### src/rtl/dbg_pkg.sv
package dbg_pkg;
  localparam int IDX_W    = 3;
  localparam int IDX_STAT = 6;
  localparam int IDX_CTRL = 7;
  localparam int PROT_BIT = 13;
  localparam int STEP_BIT = 14;
  localparam int TSW_BIT  = 15;

  typedef enum logic [1:0] {
    ACC_FETCH = 2'b00,
    ACC_READ  = 2'b01,
    ACC_WRITE = 2'b10,
    ACC_IO    = 2'b11
  } acc_kind_e;

  typedef enum logic [1:0] {
    BT_EXEC = 2'b00,
    BT_WR   = 2'b01,
    BT_IO   = 2'b10,
    BT_RW   = 2'b11
  } bp_type_e;

  typedef enum logic [1:0] {
    BL_1   = 2'b00,
    BL_2   = 2'b01,
    BL_BAD = 2'b10,
    BL_4   = 2'b11
  } bp_len_e;
endpackage

### src/rtl/dbg_cmp.sv
module dbg_cmp
  import dbg_pkg::*;
#(
  parameter int ADDR_W = 32
) (
  input  logic [ADDR_W-1:0] bp_addr_i,
  input  logic              armed_i,
  input  logic [1:0]        bp_type_i,
  input  logic [1:0]        bp_len_i,
  input  logic              de_mode_i,
  input  logic              acc_valid_i,
  input  logic [1:0]        acc_kind_i,
  input  logic [ADDR_W-1:0] acc_addr_i,
  input  logic [1:0]        acc_len_i,
  output logic              exec_hit_o,
  output logic              data_hit_o
);
  logic [ADDR_W-1:0] mask;
  logic [ADDR_W:0]   base, last, a_lo, a_hi;
  logic              len_ok, overlap, kind_ok, live;

  always_comb begin
    len_ok = 1'b1;
    unique case (bp_len_i)
      BL_1:    mask = '1;
      BL_2:    mask = {{(ADDR_W-1){1'b1}}, 1'b0};
      BL_4:    mask = {{(ADDR_W-2){1'b1}}, 2'b00};
      default: begin mask = '1; len_ok = 1'b0; end
    endcase
  end

  assign base    = {1'b0, bp_addr_i & mask};
  assign last    = {1'b0, (bp_addr_i & mask) | ~mask};
  assign a_lo    = {1'b0, acc_addr_i};
  assign a_hi    = a_lo + (ADDR_W+1)'(acc_len_i);
  assign overlap = (a_lo <= last) && (a_hi >= base);
  assign live    = acc_valid_i && armed_i && len_ok && overlap;

  always_comb begin
    unique case (bp_type_i)
      BT_WR:   kind_ok = (acc_kind_i == ACC_WRITE);
      BT_IO:   kind_ok = de_mode_i && (acc_kind_i == ACC_IO);
      BT_RW:   kind_ok = (acc_kind_i == ACC_READ) || (acc_kind_i == ACC_WRITE);
      default: kind_ok = 1'b0;
    endcase
  end

  // execute type: fetches only, and only with 1-byte length
  assign exec_hit_o = live && (bp_type_i == BT_EXEC) && (bp_len_i == BL_1)
                      && (acc_kind_i == ACC_FETCH);
  assign data_hit_o = live && kind_ok;
endmodule

### src/rtl/dbg_regs.sv
module dbg_regs
  import dbg_pkg::*;
#(
  parameter int NUM_BP = 4,
  parameter int ADDR_W = 32
) (
  input  logic                          clk_i,
  input  logic                          rst_ni,
  input  logic                          de_mode_i,
  input  logic                          req_i,
  input  logic                          we_i,
  input  logic [IDX_W-1:0]              idx_i,
  input  logic [ADDR_W-1:0]             wdata_i,
  input  logic [1:0]                    cpl_i,
  input  logic [ADDR_W-1:0]             stat_set_i,
  output logic [NUM_BP-1:0][ADDR_W-1:0] bp_addr_o,
  output logic [ADDR_W-1:0]             ctrl_o,
  output logic [ADDR_W-1:0]             rdata_o,
  output logic                          gp_o,
  output logic                          ud_o,
  output logic                          prot_o
);
  localparam logic [ADDR_W-1:0] STAT_MASK =
      ADDR_W'((1 << NUM_BP) - 1) | ADDR_W'(32'h0000_E000);

  logic [ADDR_W-1:0] ctrl_q, status_q, rd_d;
  logic [IDX_W-1:0]  eff_idx;
  logic              gp, prot, ud, ok, wr_ok, stat_wr, ctrl_wr;

  // priority: privilege, then protection, then invalid index
  assign gp      = req_i && (cpl_i != 2'd0);
  assign prot    = req_i && !gp && ctrl_q[PROT_BIT];
  assign ud      = req_i && !gp && !prot && de_mode_i && (idx_i == 3'd4 || idx_i == 3'd5);
  assign ok      = req_i && !gp && !prot && !ud;
  assign wr_ok   = ok && we_i;
  assign eff_idx = (idx_i == 3'd4 || idx_i == 3'd5) ? (idx_i + 3'd2) : idx_i;
  assign stat_wr = wr_ok && (eff_idx == IDX_W'(IDX_STAT));
  assign ctrl_wr = wr_ok && (eff_idx == IDX_W'(IDX_CTRL));

  for (genvar g = 0; g < NUM_BP; g++) begin : g_bp
    always_ff @(posedge clk_i or negedge rst_ni) begin
      if (!rst_ni) bp_addr_o[g] <= '0;
      else if (wr_ok && eff_idx == IDX_W'(g)) bp_addr_o[g] <= wdata_i;
    end
  end

  always_comb begin
    rd_d = '0;
    if (ok && !we_i) begin
      if (eff_idx == IDX_W'(IDX_STAT)) rd_d = status_q;
      else if (eff_idx == IDX_W'(IDX_CTRL)) rd_d = ctrl_q;
      else begin
        for (int i = 0; i < NUM_BP; i++)
          if (eff_idx == IDX_W'(i)) rd_d = bp_addr_o[i];
      end
    end
  end

  always_ff @(posedge clk_i or negedge rst_ni) begin
    if (!rst_ni) begin
      ctrl_q   <= '0;
      status_q <= '0;
      rdata_o  <= '0;
      gp_o     <= 1'b0;
      ud_o     <= 1'b0;
      prot_o   <= 1'b0;
    end else begin
      if (prot) ctrl_q[PROT_BIT] <= 1'b0;
      else if (ctrl_wr) ctrl_q <= wdata_i;
      // event bits are added on top of a same-cycle write
      status_q <= ((stat_wr ? wdata_i : status_q) | stat_set_i
                   | (ADDR_W'(prot) << PROT_BIT)) & STAT_MASK;
      rdata_o  <= rd_d;
      gp_o     <= gp;
      ud_o     <= ud;
      prot_o   <= prot;
    end
  end

  assign ctrl_o = ctrl_q;


  gp_keeps_ctrl_chk: assert property (@(posedge clk_i) disable iff (!rst_ni)
    gp |=> $stable(ctrl_q));


  stat_sticky_chk: assert property (@(posedge clk_i) disable iff (!rst_ni)
    !stat_wr |=> ((status_q & $past(status_q)) == $past(status_q)));


  prot_unlock_chk: assert property (@(posedge clk_i) disable iff (!rst_ni)
    prot |=> (!ctrl_q[PROT_BIT] && status_q[PROT_BIT]));
endmodule

### src/rtl/dbg_unit.sv
module dbg_unit
  import dbg_pkg::*;
#(
  parameter int NUM_BP = 4,
  parameter int ADDR_W = 32
) (
  input  logic              clk_i,
  input  logic              rst_ni,
  input  logic              de_mode_i,
  input  logic              acc_valid_i,
  input  logic [1:0]        acc_kind_i,
  input  logic [ADDR_W-1:0] acc_addr_i,
  input  logic [1:0]        acc_len_i,
  input  logic              resume_i,
  input  logic              step_i,
  input  logic              tswitch_i,
  input  logic              reg_req_i,
  input  logic              reg_we_i,
  input  logic [2:0]        reg_idx_i,
  input  logic [ADDR_W-1:0] reg_wdata_i,
  input  logic [1:0]        reg_cpl_i,
  output logic [ADDR_W-1:0] reg_rdata_o,
  output logic              gp_fault_o,
  output logic              ud_fault_o,
  output logic              fault_o,
  output logic              trap_o
);
  logic [NUM_BP-1:0][ADDR_W-1:0] bp_addr;
  logic [ADDR_W-1:0]             ctrl, stat_set;
  logic [NUM_BP-1:0]             exec_hit, data_hit, exec_live;
  logic                          prot_q, fault_q, trap_q;
  logic                          unused_ctrl;

  dbg_regs #(.NUM_BP(NUM_BP), .ADDR_W(ADDR_W)) u_regs (
    .clk_i      (clk_i),
    .rst_ni     (rst_ni),
    .de_mode_i  (de_mode_i),
    .req_i      (reg_req_i),
    .we_i       (reg_we_i),
    .idx_i      (reg_idx_i),
    .wdata_i    (reg_wdata_i),
    .cpl_i      (reg_cpl_i),
    .stat_set_i (stat_set),
    .bp_addr_o  (bp_addr),
    .ctrl_o     (ctrl),
    .rdata_o    (reg_rdata_o),
    .gp_o       (gp_fault_o),
    .ud_o       (ud_fault_o),
    .prot_o     (prot_q)
  );

  for (genvar g = 0; g < NUM_BP; g++) begin : g_cmp
    dbg_cmp #(.ADDR_W(ADDR_W)) u_cmp (
      .bp_addr_i   (bp_addr[g]),
      .armed_i     (ctrl[2*g] | ctrl[2*g+1]),
      .bp_type_i   (ctrl[16+4*g +: 2]),
      .bp_len_i    (ctrl[18+4*g +: 2]),
      .de_mode_i   (de_mode_i),
      .acc_valid_i (acc_valid_i),
      .acc_kind_i  (acc_kind_i),
      .acc_addr_i  (acc_addr_i),
      .acc_len_i   (acc_len_i),
      .exec_hit_o  (exec_hit[g]),
      .data_hit_o  (data_hit[g])
    );
  end

  assign exec_live = resume_i ? '0 : exec_hit;

  always_comb begin
    stat_set = '0;
    stat_set[NUM_BP-1:0] = exec_live | data_hit;
    stat_set[STEP_BIT]   = step_i;
    stat_set[TSW_BIT]    = tswitch_i;
  end

  always_ff @(posedge clk_i or negedge rst_ni) begin
    if (!rst_ni) begin
      fault_q <= 1'b0;
      trap_q  <= 1'b0;
    end else begin
      fault_q <= (|exec_live) | tswitch_i;
      trap_q  <= (|data_hit) | step_i;
    end
  end

  assign fault_o     = fault_q | prot_q;
  assign trap_o      = trap_q;
  assign unused_ctrl = ^ctrl;


  fault_src_chk: assert property (@(posedge clk_i) disable iff (!rst_ni)
    fault_o |-> $past(acc_valid_i || tswitch_i || reg_req_i));


  trap_src_chk: assert property (@(posedge clk_i) disable iff (!rst_ni)
    trap_o |-> $past(acc_valid_i || step_i));


  resume_quiet_chk: assert property (@(posedge clk_i) disable iff (!rst_ni)
    (acc_valid_i && resume_i && acc_kind_i == ACC_FETCH && !tswitch_i && !reg_req_i)
    |=> !fault_o);


  port_excl_chk: assert property (@(posedge clk_i) disable iff (!rst_ni)
    $onehot0({gp_fault_o, ud_fault_o}));
endmodule

### config.mk
export PLATFORM = sky130hd
export DESIGN_NAME = dbg_unit
export DESIGN_NICKNAME = d
export VERILOG_FILES = /design/src/rtl/dbg_pkg.sv /design/src/rtl/dbg_cmp.sv /design/src/rtl/dbg_regs.sv /design/src/rtl/dbg_unit.sv
export SDC_FILE = /design/constraint.sdc
export NUM_CORES = 1
export LEC_CHECK = 0
export ABC_AREA = 1
export CAP_MARGIN = 20
export CORE_MARGIN = 1.5
export CORE_UTILIZATION = 57
export DETAILED_ROUTE_END_ITERATION = 16
export DONT_BUFFER_PORTS = 1
export PLACE_DENSITY = 0.82
export SYNTH_ARGS = -nofsm -noshare
export SYNTH_HDL_FRONTEND = slang
export SYNTH_HIERARCHICAL = 1
export SYNTH_SLANG_ARGS = --single-unit
### constraint.sdc
create_clock -name clk_i -period 2.3 [get_ports clk_i]
set_input_delay 0.115 -clock clk_i [delete_from_list [all_inputs] [get_ports clk_i]]
set_output_delay 0.115 -clock clk_i [all_outputs]
set_load 0.02 [all_outputs]
==> results.sh <==
export IMPL_status="finished, violations left"
export IMPL_path_clk_slew_ps=70
export IMPL_dp_hpwl_um=51500
export IMPL_synth_distinct_cells=48
export IMPL_hold_class="in2async"
export IMPL_crit_path_frequent_cell="nand2_1"
export IMPL_total_power_mw=12.5
export IMPL_synthFlopType="dfrtp_1"
export IMPL_grt_pass1_vias=20500
export IMPL_io_pin_count=118
export IMPL_grt_use_total_pct=39.6
export IMPL_grt_max_degree=205
export IMPL_seqCellArea_um2=5100
export IMPL_power_density_nw_per_um2=518
export IMPL_gp_congestion=0.999
export IMPL_crit_family="simple AND/OR/NAND/NOR gates"
export IMPL_grt_pass1_wl_um=109000
export IMPL_cpPeakStageDelay_ps=370
export IMPL_fin_crit_ps=2840
export IMPL_hold_violations=205
export IMPL_tightest_slew_ps=712
export IMPL_crit_required_ps=2770
export IMPL_placed_cells=3464
export IMPL_cts_root_buf="clkbuf_16"
export IMPL_fp_dieArea_um2=35200
export IMPL_arrival_ps=3310
export IMPL_multi_input_area_um2=12700
export IMPL_violations="negative hold slack, negative setup slack"
export IMPL_drv_cap=0
export IMPL_vias=20700
export IMPL_wl_um=70900
export IMPL_slew_headroom_pct=52.5
export IMPL_cts_tree="built"
export IMPL_dr_pass1_iters=6
export IMPL_p_leak_nw=12.3
export IMPL_layout_drive_gt1_share_pct=18.3
export IMPL_syn_cell_area_um2=19400
export IMPL_die_w_um=188
export IMPL_path_class="in2reg"
export IMPL_syn_inst=2745
export IMPL_antenna_found_initial=0
export IMPL_syn_nets=3107
export IMPL_fillers=2547
export IMPL_insertion_delay_ps=530
export IMPL_cts_buffer_depth=3
export IMPL_worst_hold_slack_ps=-723
export IMPL_yosysWarnings=6
export IMPL_critPathCaptureType="flip-flop"
export IMPL_drc_errors=0
export IMPL_viasPerCell=5.78
export IMPL_cp_start_kind="input port"
export IMPL_fin_ws_ps=-541
export IMPL_diodes=0
export IMPL_cts_buffers=22
export IMPL_fp_dieH_um=188
export IMPL_syn_area_per_cell_um2=7.07
export IMPL_crit_slowest_cell="fa_2"
export IMPL_coreArea_um2=33500
export IMPL_crit_fanout=4
export IMPL_ir_drop_v=0.000588
export IMPL_routedWlPerCell_um=19.7
export IMPL_stdcell_count=3590
export IMPL_rsz0062_at_grt="true"
export IMPL_nets=3488
export IMPL_ys_seq_elements=204
export IMPL_clock_sinks=204
export IMPL_fmax_mhz=352
export IMPL_portBuffers=0
export IMPL_initial_core_util_pct=57.9
export IMPL_drt_iter0_drc=1965
export IMPL_maxSlewViolCount=0
export IMPL_area_delta_synth_final_pct=23.8
export IMPL_path_buf_inv=4
export IMPL_fin_tns_setup_ps=-2930
export IMPL_fin_worst_skew_ps=14.7
export IMPL_rows=67
export IMPL_overflow=0
export IMPL_finalCritPeriodShare_pct=124
export IMPL_detail_route_antenna_nets=0
export IMPL_place_ws_ps=-1040
export IMPL_synth_async_sr_flop_share_pct=100
export IMPL_ys_seq_area_share_pct=26.3
export IMPL_htree_levels=1
export IMPL_setup_viol=6
export IMPL_synth_edff_count=0
-- where the power goes --
| group | internal, mW | switching (mW) |
|---|---|---|
| Combinational | 1.83 | 2.47 |
| Clock | 2.21 | 1.59 |
| Sequential | 3.96 | 0.388 |
| Total | 8.01 | 4.45 |
-- cell type report --
class	count	share of cell area (%)
inverters	424	6.64
clock inverters	12	0.630
clock buffers	28	2.64
repair buffers	414	13.8
flip-flops and latches	204	21.2
well taps	448	2.33
multi-input cells	2060	52.7
-- through the flow --
step                util (%)  area, µm²
floorplan                  -      19500
global placement        66.2      22200
detailed placement      66.2      22200
CTS                     70.9      23800
global route            71.7      24000
finish                  71.7      24000
-- timing repair --
| item | CTS | global route |
|---|---|---|
| buffers inserted | 12 | 16 |
| hold endpoints to repair | 408 | 226 |
| setup endpoints to repair | 6 | 9 |
| pin swaps | 15 | 67 |
| hold buffers | 58 | 1 |
| gates resized for setup | 24 | 32 |
-- cell usage in the layout, fill, tap and decap left out, types with 5 or more instances in the layout --
cell type | netlist | layout
inv_2 | 15 | 20
nor3_2 | 7 | 12
ha_1 | 276 | 269
o21ai_2 | 32 | 34
nand3_4 | 7 | 10
dlygate4sd3_1 | 0 | 56
nor2_8 | 5 | 5
o21ai_1 | 22 | 24
dfrtp_1 | 204 | 204
nand2_4 | 4 | 6
nor2_1 | 233 | 222
nor3_4 | 7 | 7
o211ai_1 | 8 | 8
nand2_2 | 10 | 17
or2_1 | 5 | 5
a21o_1 | 10 | 10
nand3b_1 | 6 | 6
nor3_1 | 38 | 33
nand2_1 | 780 | 771
nor4_1 | 10 | 9
or2_2 | 6 | 6
clkbuf_16 | 0 | 23
buf_4 | 4 | 353
buf_12 | 0 | 5
inv_1 | 408 | 403
xnor2_1 | 27 | 27
nor2_4 | 5 | 9
nand3_1 | 83 | 82
a21oi_2 | 0 | 7
xor2_1 | 86 | 85
o21a_1 | 10 | 10
o21ai_0 | 153 | 149
nand4_1 | 56 | 56
ha_4 | 0 | 7
nor2_2 | 13 | 20
a21oi_1 | 133 | 126
-- worst paths after layout --
path	from	endpoint	slack [ps]	cells after the start
worst min-delay path	rst_ni	u_regs/bp_addr_o[123]	-720	0
worst max register to register	u_regs/ctrl_o[22]	fault_q	-440	21
worst max-delay path	acc_len_i[0]	u_regs/status_q[0]	-540	30
worst min register to register	u_regs/ctrl_o[14]	u_regs/ctrl_o[14]	490	2
max in group asynchronous	rst_ni	u_regs/bp_addr_o[8]	2640	0
min in group clk_i	reg_idx_i[1]	u_regs/rdata_o[13]	0	6
-- cell usage after synthesis, types with 6 or more instances --
library cell / number / area (µm²)
nand2_2: 10 / 62.6
nor2_1: 233 / 875
o21a_1: 10 / 75.1
nand2_1: 780 / 2930
nand3_1: 83 / 415
o21ai_1: 22 / 110
buf_6: 8 / 90.1
buf_2: 27 / 135
nor3_4: 7 / 114
o211ai_1: 8 / 60.1
a21o_1: 10 / 75.1
nand3b_1: 6 / 45.0
nor4_1: 10 / 62.6
nor3_2: 7 / 70.1
nand4_1: 56 / 350
o21ai_2: 32 / 280
inv_2: 15 / 56.3
nand3_4: 7 / 123
xnor2_1: 27 / 236
o21ai_0: 153 / 766
ha_1: 276 / 3450
a21oi_1: 133 / 666
nand3_2: 6 / 60.1
or2_2: 6 / 37.5
clkbuf_1: 15 / 56.3
xor2_1: 86 / 753
nor2_2: 13 / 81.3
nor3_1: 38 / 190
dfrtp_1: 204 / 5100
inv_1: 408 / 1530
-- flip-flops by register name (all words and copies together), names as in the netlist --
name / flops
u_regs/prot_o: 1
u_regs/gp_o: 1
u_regs/bp_addr_o: 128
u_regs/ctrl_o: 32
fault_q: 1
u_regs/rdata_o: 32
u_regs/status_q: 7
trap_o: 1
u_regs/ud_o: 1
-- per-layer routing --
| metal | vias up | global-route usage [%] | share of wire (%) | wire [µm] |
|---|---|---|---|---|
| li1 | 9577 | - | - | - |
| met1 | 9696 | 50.4 | 39 | 27300 |
| met2 | 1203 | 63.7 | 45 | 31700 |
| met3 | 262 | 7.06 | 11 | 7510 |
| met4 | 0 | 21.9 | 6.2 | 4380 |
| met5 | - | 0 | 0 | 0 |
-- cells by family after synthesis --
family                     after synthesis  share of synthesized area, %
AOI/OAI and AO/OA                      373                          10.7
xor gates and xnor gates               113                          5.10
adders and majority gates              280                          18.2
buffers and inverters                  481                          9.91
DFF                                    204                          26.3
other                                    1                        0.0193
and+or+nand+nor                       1293                          29.8
Power figures use the tool's default switching activity.
